===== config.mk =====
export PLATFORM = sky130hd
export DESIGN_NAME = fpair_ld_ctl
export DESIGN_NICKNAME = d
export VERILOG_FILES = /design/src/rtl/fpair_pkg.sv /design/src/rtl/fpair_rot.sv /design/src/rtl/fpair_addr.sv /design/src/rtl/fpair_legal.sv /design/src/rtl/fpair_ld_ctl.sv
export SDC_FILE = /design/constraint.sdc
export NUM_CORES = 1
export LEC_CHECK = 0
export CORE_AREA = 2 2 232 234
export DETAILED_ROUTE_END_ITERATION = 6
export DIE_AREA = 0 0 234 236
export DONT_BUFFER_PORTS = 1
export PLACE_DENSITY = 0.38
export RECOVER_POWER = 50
export SYNTH_ARGS = -nofsm -noshare
export SYNTH_HDL_FRONTEND = slang
export SYNTH_SLANG_ARGS = --single-unit

===== constraint.sdc =====
create_clock -name clk -period 2.85 [get_ports clk]
set_input_delay 0.57 -clock clk [delete_from_list [all_inputs] [get_ports clk]]
set_output_delay 0.57 -clock clk [all_outputs]
set_load 0.05 [all_outputs]

===== src/rtl/fpair_pkg.sv =====
package fpair_pkg;
   typedef enum logic [1:0] {
      FORM_SGL = 2'd0,
      FORM_DBL = 2'd1,
      FORM_INT = 2'd2,
      FORM_RSV = 2'd3
   } form_e;

   localparam int SGL_BYTES  = 8;
   localparam int WIDE_BYTES = 16;
endpackage


===== src/rtl/fpair_rot.sv =====
module fpair_rot #(
   parameter int FRW   = 7,
   parameter int NSTAT = 32,
   parameter int NROT  = 96
) (
   input  logic [FRW-1:0] spec,
   input  logic [FRW-1:0] rrb,
   output logic [FRW-1:0] phys
);
   localparam int SW = FRW + 1;
   logic          is_rot;
   logic [SW-1:0] offs;
   logic [SW-1:0] wrapped;

   always_comb begin
      is_rot  = ({1'b0, spec} >= SW'(NSTAT));
      offs    = {1'b0, spec} - SW'(NSTAT) + {1'b0, rrb};
      wrapped = (offs >= SW'(NROT)) ? offs - SW'(NROT) : offs;
      phys    = is_rot ? FRW'(wrapped + SW'(NSTAT)) : spec;
   end
endmodule


===== src/rtl/fpair_addr.sv =====
module fpair_addr #(
   parameter int AW = 64
) (
   input  fpair_pkg::form_e form,
   input  logic [AW-1:0]    base,
   output logic [4:0]       bytes,
   output logic [AW-1:0]    next_base
);
   import fpair_pkg::*;
   always_comb begin
      bytes     = (form == FORM_SGL) ? 5'(SGL_BYTES) : 5'(WIDE_BYTES);
      next_base = base + AW'(bytes);
   end
endmodule


===== src/rtl/fpair_legal.sv =====
module fpair_legal #(
   parameter int FRW   = 7,
   parameter int NSTAT = 32
) (
   input  fpair_pkg::form_e form,
   input  logic [FRW-1:0]   p1,
   input  logic [FRW-1:0]   p2,
   input  logic             nat,
   input  logic             spec,
   output logic             illegal,
   output logic             nat_fault,
   output logic             defer,
   output logic             lo_mod,
   output logic             hi_mod
);
   import fpair_pkg::*;
   function automatic logic in_low(input logic [FRW-1:0] p);
      return (p >= FRW'(2)) && (p < FRW'(NSTAT));
   endfunction

   always_comb begin
      illegal   = (form == FORM_RSV) || (p1[0] == p2[0]);
      nat_fault = !illegal && nat && !spec;
      defer     = !illegal && nat && spec;
      lo_mod    = !illegal && !nat_fault && (in_low(p1) || in_low(p2));
      hi_mod    = !illegal && !nat_fault &&
                  ((p1 >= FRW'(NSTAT)) || (p2 >= FRW'(NSTAT)));
   end
endmodule


===== src/rtl/fpair_ld_ctl.sv =====
module fpair_ld_ctl #(
   parameter int AW    = 64,
   parameter int FRW   = 7,
   parameter int NSTAT = 32,
   parameter int NROT  = 96,
   parameter int DW    = 128,
   parameter int HW    = 2
) (
   input  logic            clk,
   input  logic            rst_n,
   input  logic            req_valid,
   output logic            req_ready,
   input  logic [1:0]      req_form,
   input  logic            req_upd,
   input  logic            req_spec,
   input  logic [FRW-1:0]  req_f1,
   input  logic [FRW-1:0]  req_f2,
   input  logic [FRW-1:0]  req_rrb,
   input  logic [AW-1:0]   req_base,
   input  logic            req_nat,
   input  logic [HW-1:0]   req_hint,
   output logic            rsp_valid,
   output logic            acc_valid,
   output logic [AW-1:0]   acc_addr,
   output logic [4:0]      acc_bytes,
   output logic            base_wr,
   output logic [AW-1:0]   base_new,
   output logic            pf_valid,
   output logic [AW-1:0]   pf_addr,
   output logic [HW-1:0]   pf_hint,
   output logic [FRW-1:0]  tgt1,
   output logic [FRW-1:0]  tgt2,
   output logic            flt_illegal,
   output logic            flt_nat,
   output logic            nat_deferred,
   output logic            mfl_set,
   output logic            mfh_set,
   input  logic            beat_valid,
   input  logic [DW-1:0]   beat_data,
   output logic            wr_en,
   output logic [FRW-1:0]  wr1_idx,
   output logic [DW/2-1:0] wr1_data,
   output logic [FRW-1:0]  wr2_idx,
   output logic [DW/2-1:0] wr2_data
);
   import fpair_pkg::*;

   localparam int HALF = DW / 2;
   localparam int QTR  = DW / 4;

   if (NSTAT + NROT != (1 << FRW)) begin : g_bad_regs
      $error("register file split does not fill the index space");
   end
   if (DW != 8 * WIDE_BYTES) begin : g_bad_beat
      $error("beat width must hold a wide pair");
   end

   form_e          form_in;
   form_e          form_q;
   logic [FRW-1:0] spec_in [2];
   logic [FRW-1:0] phys    [2];
   logic [4:0]     bytes_c;
   logic [AW-1:0]  next_c;
   logic           ill_c, natf_c, def_c, lo_c, hi_c;
   logic           waiting;
   logic           accept;

   assign form_in    = form_e'(req_form);
   assign spec_in[0] = req_f1;
   assign spec_in[1] = req_f2;

   for (genvar i = 0; i < 2; i++) begin : g_rot
      fpair_rot #(.FRW(FRW), .NSTAT(NSTAT), .NROT(NROT)) u_rot (
         .spec (spec_in[i]),
         .rrb  (req_rrb),
         .phys (phys[i])
      );
   end

   fpair_addr #(.AW(AW)) u_addr (
      .form      (form_in),
      .base      (req_base),
      .bytes     (bytes_c),
      .next_base (next_c)
   );

   fpair_legal #(.FRW(FRW), .NSTAT(NSTAT)) u_legal (
      .form      (form_in),
      .p1        (phys[0]),
      .p2        (phys[1]),
      .nat       (req_nat),
      .spec      (req_spec),
      .illegal   (ill_c),
      .nat_fault (natf_c),
      .defer     (def_c),
      .lo_mod    (lo_c),
      .hi_mod    (hi_c)
   );

   assign req_ready = !waiting;
   assign accept    = req_valid && req_ready;

   always_ff @(posedge clk) begin
      if (!rst_n) begin
         rsp_valid    <= 1'b0;
         acc_valid    <= 1'b0;
         acc_addr     <= '0;
         acc_bytes    <= '0;
         base_wr      <= 1'b0;
         base_new     <= '0;
         pf_valid     <= 1'b0;
         pf_addr      <= '0;
         pf_hint      <= '0;
         tgt1         <= '0;
         tgt2         <= '0;
         flt_illegal  <= 1'b0;
         flt_nat      <= 1'b0;
         nat_deferred <= 1'b0;
         mfl_set      <= 1'b0;
         mfh_set      <= 1'b0;
         form_q       <= FORM_SGL;
         waiting      <= 1'b0;
      end else begin
         rsp_valid <= accept;
         if (accept) begin
            acc_valid    <= !ill_c && !natf_c && !def_c;
            acc_addr     <= req_base;
            acc_bytes    <= bytes_c;
            base_wr      <= req_upd && !ill_c && !natf_c;
            base_new     <= next_c;
            pf_valid     <= req_upd && !ill_c && !natf_c && !def_c;
            pf_addr      <= next_c;
            pf_hint      <= req_hint;
            tgt1         <= phys[0];
            tgt2         <= phys[1];
            flt_illegal  <= ill_c;
            flt_nat      <= natf_c;
            nat_deferred <= def_c;
            mfl_set      <= lo_c;
            mfh_set      <= hi_c;
            form_q       <= form_in;
            waiting      <= !ill_c && !natf_c && !def_c;
         end else if (waiting && beat_valid) begin
            waiting <= 1'b0;
         end
      end
   end

   assign wr_en   = waiting && beat_valid;
   assign wr1_idx = tgt1;
   assign wr2_idx = tgt2;

   always_comb begin
      if (form_q == FORM_SGL) begin
         wr1_data = HALF'(beat_data[QTR-1:0]);
         wr2_data = HALF'(beat_data[HALF-1:QTR]);
      end else begin
         wr1_data = beat_data[HALF-1:0];
         wr2_data = beat_data[DW-1:HALF];
      end
   end
endmodule


==> out/metrics.yaml <==
synthesis:
  syn_avg_cell_area_um2: 7.93
  synth_area_um2: 9150
  async_reset_ff_frac: 0
  yosysSeqAreaShare: 0.339
  yosys.area_share.simple: 0.228
  post-synth-top-count-cell: "nand2_1"
  synthAdderAreaFrac: 0.0449
  muxShareOfSynthArea: 0.0439
  synth_top_family_by_area: "simple AND/OR/NAND/NOR gates"
  synthCells: 1154
  yosys.area.top_type: "dfxtp_1"
  synth_ff_type: "dfxtp_1"
  synth_top_area_frac: 0.339
  synth_warnings: 0
  netlist_top_cells_count: "nand2_1, dfxtp_1, buf_4"
  synth_edf_count: 0
  ys_types: 57
  synth_xor_xnor_area_share: 0.0613
  ys_ff_latch: 155
  synth.area.top_cells: "dfxtp_1, buf_4, nand2_1, a21oi_1, nor2b_1"
  synth_compound_area_frac: 0.146
sta:
  maxSlewViolCount: 81
  setup_viol: 0
  tightest_slew_ns: 1.54
  fin_crit_ns: 2.51
  maxSlewHeadroom: -0.0255
  period_share: 0.879
  rsz0062_at_grt: "false"
  fin_skew_ns: 0.00948
  finalHoldViolCount: 0
  clock.fmax_mhz: 399
clocking:
  clk_pin_slew_ns: 0.09
  clockBufferDepth: 2
  cts_sinks: 155
  cts_max_level: 4
  cts_buffers: 17
  cts_hold_buf: 0
  cts_root_buffer: "clkbuf_16"
  cts_tree: "built"
  clk_latency_ns: 0.48
  ctsResizeCount: 0
  postCtsSetupBuffers: 0
routing:
  drc_errors: 0
  wl_per_cell_um: 23.0
  vias_per_cell: 4.30
  first_iter_violations: 377
  wl_um: 42900
  drt_pass1_iterations: 4
  final_antenna_net_count: 0
  vias: 8000
global_routing:
  grt_pass1_vias: 7725
  grt_use_total: 0.151
  grt_overflow: 0
  grt_max_degree: 148
  antenna_found_initial: 21
  grt_pass1_wl_um: 58300
layout:
  num-fill-cells: 5998
  layout-drive-gt1-share: 0.160
  seq_area_um2: 3100
  fin_util: 0.198
  layout.nets: 1389
  final_cells: 1860
  synthToLayoutAreaGrowth_pct: 15.0
  multi_input_area_um2: 4820
place:
  dp_hpwl_um: 33900
  place_congestion: 0.826
  dp_cells: 1811
  port_buffers: 0
critical_path:
  path_cells: "nor2_4 -> buf_12 -> mux2_2"
  crit_path_end_kind: "output pin"
  r2r_cells: 4
  arrival_ns: 1.94
  reg2reg_from: "waiting"
  cp_slowest_cell: "mux2_2"
  worstSetupPathType: "flop to output pin"
  startpoint_type: "flop"
  cpPeakStageDelay_ns: 0.59
  cp_max_fo: 96
  rrSetupSlack_ns: 0.42
  worstPathRequired_ns: 2.28
  worstReg2RegEnd: "acc_addr[0]"
floorplanning:
  rows: 85
  die_x_um: 234
  core-area_um2: 53100
  initial_utilization: 0.172
  fp.dieH_um: 236
  pin_count: 590
  die_area_um2: 55200
power_and_ir_drop:
  peakVddDrop_mv: 0.420
  powerDensity_nw_per_um2: 705
  p_leak_nw: 3.94
min_path:
  min_to: "acc_addr[18]"
  hold_path_depth: 2
  hold_start: "req_base[18]"
  hold_class: "primary input to flop"
job:
  maxCapViolCount: 0
status:
  violations: "slew limit"
  run_status: "finished with violations"
==> report_power, final <==
group          switching [W]  internal [W]  leakage (nW)  total [W]
clock                0.00122       0.00126         0.295    0.00248
combinational        0.00148      0.000489          2.37    0.00197
sequential          0.000637       0.00233          1.28    0.00297
total                0.00334       0.00408          3.94    0.00742
==> state kept, by name, summed over array words and instances, names as in the netlist <==
| name | flops |
|---|---|
| flt_illegal | 1 |
| mfh_set | 1 |
| pf_hint | 2 |
| tgt2 | 7 |
| flt_nat | 1 |
| form_q | 2 |
| nat_deferred | 1 |
| acc_addr | 64 |
| waiting | 1 |
| pf_addr | 61 |
| mfl_set | 1 |
| acc_bytes | 2 |
| acc_valid | 1 |
| pf_valid | 1 |
| rsp_valid | 1 |
| base_wr | 1 |
| tgt1 | 7 |
==> worst max-delay path: cells and delay by family, from the launching register on <==
family	cells	cell delay (ns)
buf+inv	1	0.36
flops	1	0.34
mux	1	0.59
simple gates	1	0.13
==> cell families (layout without fill, tap and decap cells) <==
kind of cell / Yosys count / in the layout
flip-flops: 155 / 155
AO/OA/AOI/OAI: 225 / 225
XOR/XNOR: 64 / 64
buffers and inverters: 216 / 207
multiplexers: 36 / 36
other: 1 / 20
adder cells (fa/ha/maj): 31 / 31
AND/OR/NAND/NOR: 426 / 426
==> layout by cell type, fill, tap and decap left out, types with 18 or more instances in the layout <==
cell type / instances
dfxtp_1: 155
nand2_1: 167
nand4_1: 18
ha_1: 28
clkbuf_1: 37
xor2_1: 40
o21ai_0: 40
buf_4: 97
nor2_1: 80
nand3_1: 27
a21oi_1: 109
nor2b_1: 66
mux2_2: 33
inv_1: 31
xnor2_1: 24
a211oi_1: 38
==> metal layers <==
layer  wire (um)  vias to the layer above  GRT usage
li1            -                     3786          -
met1       15500                     3764      0.152
met2       22000                      383      0.272
met3        3380                       65     0.0517
met4        2020                        2     0.0784
met5          12                        -    0.00179
==> worst max path at each step <==
stage | from | to | slack [ns] | cells after the start
after CTS | form_q[1] | wr2_data[0] | 0.27 | 3
final | form_q[1] | wr2_data[28] | 0.34 | 3
after floorplan | req_rrb[6] | mfh_set | 0.05 | 9
after detailed placement | req_form[1] | pf_addr[54] | -0.08 | 11
after global routing | req_form[1] | pf_addr[56] | 0.23 | 11
after global placement | req_form[1] | pf_addr[56] | -0.03 | 11
==> area by class of cell <==
class                           instances  area share
Sequential cell                       155       0.295
Timing Repair Buffer                  143      0.0910
Antenna cell                           17     0.00404
Clock inverter                         15      0.0169
Tap cell                              696      0.0828
Inverter                               32      0.0117
Clock buffer                           17      0.0404
Multi-Input combinational cell        785       0.458
==> through the flow <==
| stage | hold slack [ns] | power [W] | cell area (um^2) | setup TNS [ns] | worst slack, ns |
|---|---|---|---|---|---|
| final | 0.213 | 0.00742 | 10500 | 0 | 0.344 |
| after global routing | 0.180 | 0.00776 | 10500 | 0 | 0.234 |
| after CTS | 0.146 | 0.00765 | 10700 | 0 | 0.271 |
| after detailed placement | 0.455 | 0.00506 | 10100 | -0.365 | -0.0787 |
| after global placement | 0.447 | 0.00505 | 10100 | -0.114 | -0.0317 |
| after floorplan | 0.436 | 0.00475 | 9160 | 0 | 0.0544 |
Note: power is estimated with default switching activity, not from simulation.
